==> src/rtl/ladder_pkg.sv <==
package ladder_pkg;
  localparam int OP_W = 4;

  typedef enum logic [OP_W-1:0] {
    OP_NOP   = 4'd0,
    OP_NO    = 4'd1,
    OP_NC    = 4'd2,
    OP_COIL  = 4'd3,
    OP_MID   = 4'd4,
    OP_INV   = 4'd5,
    OP_SAVE  = 4'd6,
    OP_SET   = 4'd7,
    OP_RST   = 4'd8,
    OP_SR    = 4'd9,
    OP_RS    = 4'd10,
    OP_PEDGE = 4'd11,
    OP_NEDGE = 4'd12,
    OP_APOS  = 4'd13,
    OP_ANEG  = 4'd14,
    OP_RSVD  = 4'd15
  } op_e;
endpackage

==> src/rtl/ladder_bit_mem.sv <==
module ladder_bit_mem #(
  parameter int ADDR_W = 8,
  localparam int DEPTH = 1 << ADDR_W
) (
  input  logic              clk_i,
  input  logic              rst_ni,
  input  logic              we_i,
  input  logic [ADDR_W-1:0] waddr_i,
  input  logic              wdata_i,
  input  logic [ADDR_W-1:0] raddr_a_i,
  input  logic [ADDR_W-1:0] raddr_b_i,
  input  logic [ADDR_W-1:0] raddr_h_i,
  output logic              rdata_a_o,
  output logic              rdata_b_o,
  output logic              rdata_h_o,
  output logic [DEPTH-1:0]  bits_o
);
  logic [DEPTH-1:0] mem_q;

  always_ff @(posedge clk_i or negedge rst_ni) begin
    if (!rst_ni)    mem_q <= '0;
    else if (we_i)  mem_q[waddr_i] <= wdata_i;
  end

  assign rdata_a_o = mem_q[raddr_a_i];
  assign rdata_b_o = mem_q[raddr_b_i];
  assign rdata_h_o = mem_q[raddr_h_i];
  assign bits_o    = mem_q;
endmodule

==> src/rtl/ladder_latch_resolve.sv <==
module ladder_latch_resolve #(
  parameter bit SET_WINS = 1'b0
) (
  input  logic set_i,
  input  logic rst_i,
  input  logic old_i,
  output logic new_o
);
  generate
    if (SET_WINS) begin : g_set_dom
      assign new_o = set_i ? 1'b1 : (rst_i ? 1'b0 : old_i);
    end else begin : g_rst_dom
      assign new_o = rst_i ? 1'b0 : (set_i ? 1'b1 : old_i);
    end
  endgenerate
endmodule

==> src/rtl/ladder_rlo_eval.sv <==
module ladder_rlo_eval
  import ladder_pkg::*;
(
  input  logic [OP_W-1:0] op_i,
  input  logic            rlo_i,
  input  logic            first_i,
  input  logic            bit_a_i,
  input  logic            bit_b_i,
  output logic            rlo_o,
  output logic            br_we_o,
  output logic            we_o,
  output logic            wsel_b_o,
  output logic            wdata_o,
  output logic            contact_o
);
  op_e  op;
  logic sr_new, rs_new;
  logic res;

  assign op = op_e'(op_i);

  ladder_latch_resolve #(.SET_WINS(1'b0)) u_sr (
    .set_i(rlo_i), .rst_i(bit_b_i), .old_i(bit_a_i), .new_o(sr_new)
  );
  ladder_latch_resolve #(.SET_WINS(1'b1)) u_rs (
    .set_i(rlo_i), .rst_i(bit_b_i), .old_i(bit_a_i), .new_o(rs_new)
  );

  always_comb begin
    rlo_o     = rlo_i;
    br_we_o   = 1'b0;
    we_o      = 1'b0;
    wsel_b_o  = 1'b0;
    wdata_o   = rlo_i;
    contact_o = 1'b0;
    res       = 1'b0;
    unique case (op)
      OP_NO:    begin contact_o = 1'b1; res = bit_a_i;  end
      OP_NC:    begin contact_o = 1'b1; res = ~bit_a_i; end
      OP_COIL,
      OP_MID:   we_o = 1'b1;
      OP_INV:   rlo_o = ~rlo_i;
      OP_SAVE:  br_we_o = 1'b1;
      OP_SET:   begin we_o = rlo_i; wdata_o = 1'b1; end
      OP_RST:   begin we_o = rlo_i; wdata_o = 1'b0; end
      OP_SR:    begin we_o = 1'b1; wdata_o = sr_new; rlo_o = sr_new; end
      OP_RS:    begin we_o = 1'b1; wdata_o = rs_new; rlo_o = rs_new; end
      OP_PEDGE: begin we_o = 1'b1; wsel_b_o = 1'b1; rlo_o = rlo_i & ~bit_b_i; end
      OP_NEDGE: begin we_o = 1'b1; wsel_b_o = 1'b1; rlo_o = ~rlo_i & bit_b_i; end
      OP_APOS:  begin
        contact_o = 1'b1; res = bit_a_i & ~bit_b_i;
        we_o = 1'b1; wsel_b_o = 1'b1; wdata_o = bit_a_i;
      end
      OP_ANEG:  begin
        contact_o = 1'b1; res = ~bit_a_i & bit_b_i;
        we_o = 1'b1; wsel_b_o = 1'b1; wdata_o = bit_a_i;
      end
      default: ;
    endcase
    // first contact of a rung loads, later ones are in series
    if (contact_o) rlo_o = first_i ? res : (rlo_i & res);
  end
endmodule

==> src/rtl/ladder_bit_unit.sv <==
module ladder_bit_unit
  import ladder_pkg::*;
#(
  parameter int ADDR_W = 8
) (
  input  logic              clk_i,
  input  logic              rst_ni,
  input  logic              instr_valid_i,
  input  logic              net_start_i,
  input  logic [OP_W-1:0]   opcode_i,
  input  logic [ADDR_W-1:0] addr_a_i,
  input  logic [ADDR_W-1:0] addr_b_i,
  input  logic              host_we_i,
  input  logic [ADDR_W-1:0] host_addr_i,
  input  logic              host_wdata_i,
  output logic              host_rdata_o,
  output logic              rlo_o,
  output logic              br_o
);
  localparam int DEPTH = 1 << ADDR_W;

  logic              rlo_q, br_q, first_q, first_eff;
  logic              bit_a, bit_b;
  logic              ev_rlo, ev_br_we, ev_we, ev_wsel_b, ev_wdata, ev_contact;
  logic              mem_we, mem_wdata;
  logic [ADDR_W-1:0] mem_waddr;
  logic [DEPTH-1:0]  mem_bits;

  assign first_eff = net_start_i | first_q;

  ladder_rlo_eval u_eval (
    .op_i      (opcode_i),
    .rlo_i     (rlo_q),
    .first_i   (first_eff),
    .bit_a_i   (bit_a),
    .bit_b_i   (bit_b),
    .rlo_o     (ev_rlo),
    .br_we_o   (ev_br_we),
    .we_o      (ev_we),
    .wsel_b_o  (ev_wsel_b),
    .wdata_o   (ev_wdata),
    .contact_o (ev_contact)
  );

  // host access only in idle instruction slots
  always_comb begin
    if (instr_valid_i) begin
      mem_we    = ev_we;
      mem_waddr = ev_wsel_b ? addr_b_i : addr_a_i;
      mem_wdata = ev_wdata;
    end else begin
      mem_we    = host_we_i;
      mem_waddr = host_addr_i;
      mem_wdata = host_wdata_i;
    end
  end

  ladder_bit_mem #(.ADDR_W(ADDR_W)) u_mem (
    .clk_i     (clk_i),
    .rst_ni    (rst_ni),
    .we_i      (mem_we),
    .waddr_i   (mem_waddr),
    .wdata_i   (mem_wdata),
    .raddr_a_i (addr_a_i),
    .raddr_b_i (addr_b_i),
    .raddr_h_i (host_addr_i),
    .rdata_a_o (bit_a),
    .rdata_b_o (bit_b),
    .rdata_h_o (host_rdata_o),
    .bits_o    (mem_bits)
  );

  always_ff @(posedge clk_i or negedge rst_ni) begin
    if (!rst_ni) begin
      rlo_q   <= 1'b0;
      br_q    <= 1'b0;
      first_q <= 1'b1;
    end else if (instr_valid_i) begin
      rlo_q   <= ev_rlo;
      if (ev_br_we) br_q <= rlo_q;
      first_q <= ev_contact ? 1'b0 : first_eff;
    end
  end

  assign rlo_o = rlo_q;
  assign br_o  = br_q;

  a_r6_save_br: assert property (@(posedge clk_i) disable iff (!rst_ni)
    instr_valid_i && opcode_i == OP_SAVE |=> br_o == $past(rlo_q));

  a_r7_set_when_rlo: assert property (@(posedge clk_i) disable iff (!rst_ni)
    instr_valid_i && opcode_i == OP_SET && rlo_q |=> mem_bits[$past(addr_a_i)]);

  a_r7_hold_when_low: assert property (@(posedge clk_i) disable iff (!rst_ni)
    instr_valid_i && (opcode_i == OP_SET || opcode_i == OP_RST) && !rlo_q
    |=> mem_bits[$past(addr_a_i)] == $past(bit_a));

  a_r5_invert: assert property (@(posedge clk_i) disable iff (!rst_ni)
    instr_valid_i && opcode_i == OP_INV |=> rlo_q != $past(rlo_q));

  a_r10_edge_mem: assert property (@(posedge clk_i) disable iff (!rst_ni)
    instr_valid_i && (opcode_i == OP_PEDGE || opcode_i == OP_NEDGE)
    |=> mem_bits[$past(addr_b_i)] == $past(rlo_q));

  a_r11_copy_prev: assert property (@(posedge clk_i) disable iff (!rst_ni)
    instr_valid_i && (opcode_i == OP_APOS || opcode_i == OP_ANEG)
    |=> mem_bits[$past(addr_b_i)] == $past(bit_a));

  a_r13_nop_hold: assert property (@(posedge clk_i) disable iff (!rst_ni)
    instr_valid_i && (opcode_i == OP_NOP || opcode_i == OP_RSVD)
    |=> $stable(rlo_q) && $stable(br_q) && $stable(mem_bits));
endmodule

==> config.mk <==
export PLATFORM = sky130hd
export DESIGN_NAME = ladder_bit_unit
export DESIGN_NICKNAME = d
export VERILOG_FILES = /design/src/rtl/ladder_pkg.sv /design/src/rtl/ladder_bit_mem.sv /design/src/rtl/ladder_latch_resolve.sv /design/src/rtl/ladder_rlo_eval.sv /design/src/rtl/ladder_bit_unit.sv
export SDC_FILE = /design/constraint.sdc
export NUM_CORES = 1
export LEC_CHECK = 0
export BUFFER_PORTS_ARGS = -buffer_cell sky130_fd_sc_hd__buf_2
export CAP_MARGIN = 20
export CORE_MARGIN = 1
export CORE_UTILIZATION = 48
export CTS_CLUSTER_SIZE = 8
export DETAILED_ROUTE_END_ITERATION = 6
export PLACE_DENSITY_LB_ADDON = 0.25
export SYNTH_ARGS = -nofsm -noshare
export SYNTH_HDL_FRONTEND = slang
export SYNTH_SLANG_ARGS = --single-unit
==> constraint.sdc <==
create_clock -name clk_i -period 7 [get_ports clk_i]
set_input_delay 0.7 -clock clk_i [delete_from_list [all_inputs] [get_ports clk_i]]
set_output_delay 0.7 -clock clk_i [all_outputs]
set_load 0.01 [all_outputs]
==> flow_metrics.env <==
export IMPL_max_slew_margin_pct=20.2
export IMPL_die_y_um=198
export IMPL_worstPathRequired_ns=6.30
export IMPL_ant_nets=0
export IMPL_drive_above_1_share_pct=34.5
export IMPL_cpPeakStageDelay_ns=0.73
export IMPL_viasPerCell=6.80
export IMPL_ctsHtreeMaxLevel=2
export IMPL_syn_area_sq_um=18500
export IMPL_synth_compound_area_share_pct=5.86
export IMPL_synth_seq_cells=259
export IMPL_grt_overflow_total=0
export IMPL_dp_cells=2046
export IMPL_finalHoldViolations=0
export IMPL_syn_inst=1626
export IMPL_min_path_type="input pin to asynchronous set/reset pin"
export IMPL_timing_rr_start="u_mem.bits_o[159]"
export IMPL_synth_ff_type="dfrtp_1"
export IMPL_synthesis_nets=1660
export IMPL_fp_dieW_um=198
export IMPL_grt_first_pass_wirelength_um=91600
export IMPL_worstSetupEndpointType="output pin"
export IMPL_yosysTopAreaCellShare_pct=34.9
export IMPL_drc=0
export IMPL_fin_crit_sh_pct=69.4
export IMPL_area_delta_synth_final_pct=6.62
export IMPL_rsz0062_at_grt="no"
export IMPL_globalplace_congestion=0.926
export IMPL_cpMostUsedCell="mux4_2"
export IMPL_p_leak_nw=8.35
export IMPL_yosys_area_share_simple_pct=12.1
export IMPL_path_cells="buf_2, buf_4, mux4_2, mux4_2, mux4_2, mux4_2, buf_2"
export IMPL_maxCapViolCount=0
export IMPL_die_area_sq_um=39400
export IMPL_post_cts_resized_instances=0
export IMPL_dr_first_iter_drc_count=1490
export IMPL_grt_use_total_pct=31.6
export IMPL_clk_latency_ns=0.54
export IMPL_ys_top_cells_by_area="dfrtp_1, mux4_2, mux2_2, mux2i_1, nor2_1"
export IMPL_root_buffer="clkbuf_16"
export IMPL_status="finished clean"
export IMPL_final_cells=2099
export IMPL_grt_pass1_vias=13900
export IMPL_path_clk_slew_ns=0.04
export IMPL_r2r_slack_ns=3.35
export IMPL_arrival_ns=4.16
export IMPL_start_util_pct=48.9
export IMPL_grt_max_degree=134
export IMPL_setup_slack_ns=2.14
export IMPL_cts_tree="done"
export IMPL_muxShareOfSynthArea_pct=42.2
export IMPL_antenna_found_initial=1
export IMPL_worst_r2r_endpoint="u_mem.bits_o[200]"
export IMPL_async_reset_ff_share_pct=100
export IMPL_cp_max_fo=34
export IMPL_dpl_hpwl_um=38900
export IMPL_drt_wl_total_um=60200
export IMPL_synthTopCellsByCount="mux2_2, dfrtp_1, nor2_1"
export IMPL_power_per_cell_area_nw_per_um2=226
export IMPL_synth_edf_count=0
export IMPL_io_buffers=36
export IMPL_numCtsBuffers=38
export IMPL_synth_fa_ha_area_share_pct=0
export IMPL_clockBufferDepth=3
export IMPL_setup_violations=0
export IMPL_reg2reg_depth=9
export IMPL_routed_via_count=14300
export IMPL_rows=71
export IMPL_synth_largest_area_cell="dfrtp_1"
export IMPL_period_needed_ns=4.86
export IMPL_final_nets=1610
export IMPL_drv_slew=0
export IMPL_skew_ns=0.0150
export IMPL_fin_tns_setup_ns=0
export IMPL_cts_setup_buffers=0
export IMPL_ys_warnings_count=0
export IMPL_synth_avg_cell_area_sq_um=11.4
export IMPL_synth_most_common_cell="mux2_2"
export IMPL_cp_slowest_cell="buf_2"
export IMPL_ir_worst_vdd_mv=0.141
export IMPL_fillers=3360
export IMPL_post_place_ws_ns=1.88
export IMPL_synth_top_family_by_area="multiplexers"
export IMPL_synth_seq_area_share_pct=35.0
export IMPL_avgRoutedWirePerCell_um=28.7
export IMPL_final_util_pct=52.2
export IMPL_clkSinkCount=259
export IMPL_start_kind="input pin"
export IMPL_worstMarginPinSlew_ns=1.19
export IMPL_fmax_ghz=0.206
export IMPL_synth_cell_type_count=70
export IMPL_core_sq_um=37800
export IMPL_first_pass_iters=5
export IMPL_cts_hold_buf=0
export IMPL_total_power_w=0.00446
export IMPL_synth_xor_area_share_pct=0.0473
export IMPL_ioPinCount=37
export IMPL_critPathKind="input pin to output pin"
-- sequential cells by signal, indices dropped and copies added, names as in the netlist --
| name | count |
|---|---|
| u_mem.bits_o | 256 |
| br_o | 1 |
| first_q | 1 |
| rlo_o | 1 |
-- cells by family after synthesis --
kind of cell,count (synthesis)
AO/OA/AOI/OAI,145
XOR/XNOR,1
buffers and inverters,155
flip-flops,259
multiplexers,543
AND/OR/NAND/NOR,523
-- cell type report --
| cell class | count | area, sq um | area share, % |
|---|---|---|---|
| multi-input combinational | 1212 | 11200 | 56.6 |
| sequential | 259 | 6480 | 32.8 |
| clock buffer | 47 | 985 | 4.99 |
| tap | 511 | 639 | 3.24 |
| timing repair buffer | 56 | 393 | 1.99 |
| clock inverter | 4 | 38.8 | 0.197 |
| inverter | 9 | 33.8 | 0.171 |
| antenna | 1 | 2.50 | 0.0127 |
-- worst max path at each step --
stage / startpoint / to / slack, ns
floorplan: host_addr_i[0] / host_rdata_o / 2.69
global placement: addr_b_i[2] / u_mem.bits_o[103] / 1.99
detailed placement: addr_b_i[2] / u_mem.bits_o[97] / 1.88
CTS: host_addr_i[0] / host_rdata_o / 2.12
global route: host_addr_i[1] / host_rdata_o / 2.15
finish: host_addr_i[1] / host_rdata_o / 2.14
-- worst max-delay path, delay by kind of cell --
kind                   cells  cell delay, ns
buffers and inverters      3            1.43
muxes                      4            1.97
-- layer usage --
| metal | vias to the layer above | wire [um] | track usage (%) |
|---|---|---|---|
| li1 | 5957 | - | - |
| met1 | 7320 | 24200 | 43.7 |
| met2 | 828 | 27200 | 47.7 |
| met3 | 178 | 5940 | 6.92 |
| met4 | 0 | 2900 | 13.8 |
| met5 | - | 0 | 0 |
-- through the flow --
stage / hold slack [ns] / area (sq um)
after floorplan: 0.404 / 18500
after global placement: 0.491 / 18700
after detailed placement: 0.495 / 18700
after CTS: 0.314 / 19700
after global routing: 0.358 / 19700
final: 0.281 / 19700
-- layout by cell type (no fill, tap or decap), drive strengths merged, types with 3 or more instances in the layout --
cell type    n
a311oi       3
nand3b       3
a21o         9
clkinv       3
a221oi       4
a31oi        9
o22ai        4
a2111oi      7
mux4       163
o2111ai      5
or3          5
o211ai      11
nand4       12
inv         10
o31ai        3
and2        13
a22oi       21
clkbuf      47
nand2      148
nand2b       5
nor2b       17
o21ai       12
nand3       40
mux2i      109
mux2       271
a41oi        3
a211oi       7
a211o        4
a31o         3
nor4         9
nor2       251
dfrtp      258
buf         56
a21oi       22
or2          3
and3         8
-- where the power goes --
group	total (W)	internal, W	switching, W	leakage (nW)
Clock	0.00166	0.000978	0.000684	0.499
Sequential	0.00185	0.00167	0.000184	3.56
Combinational	0.000946	0.000440	0.000506	4.29
Total	0.00446	0.00308	0.00137	8.35
No activity file was read; power rests on OpenSTA's default activity.
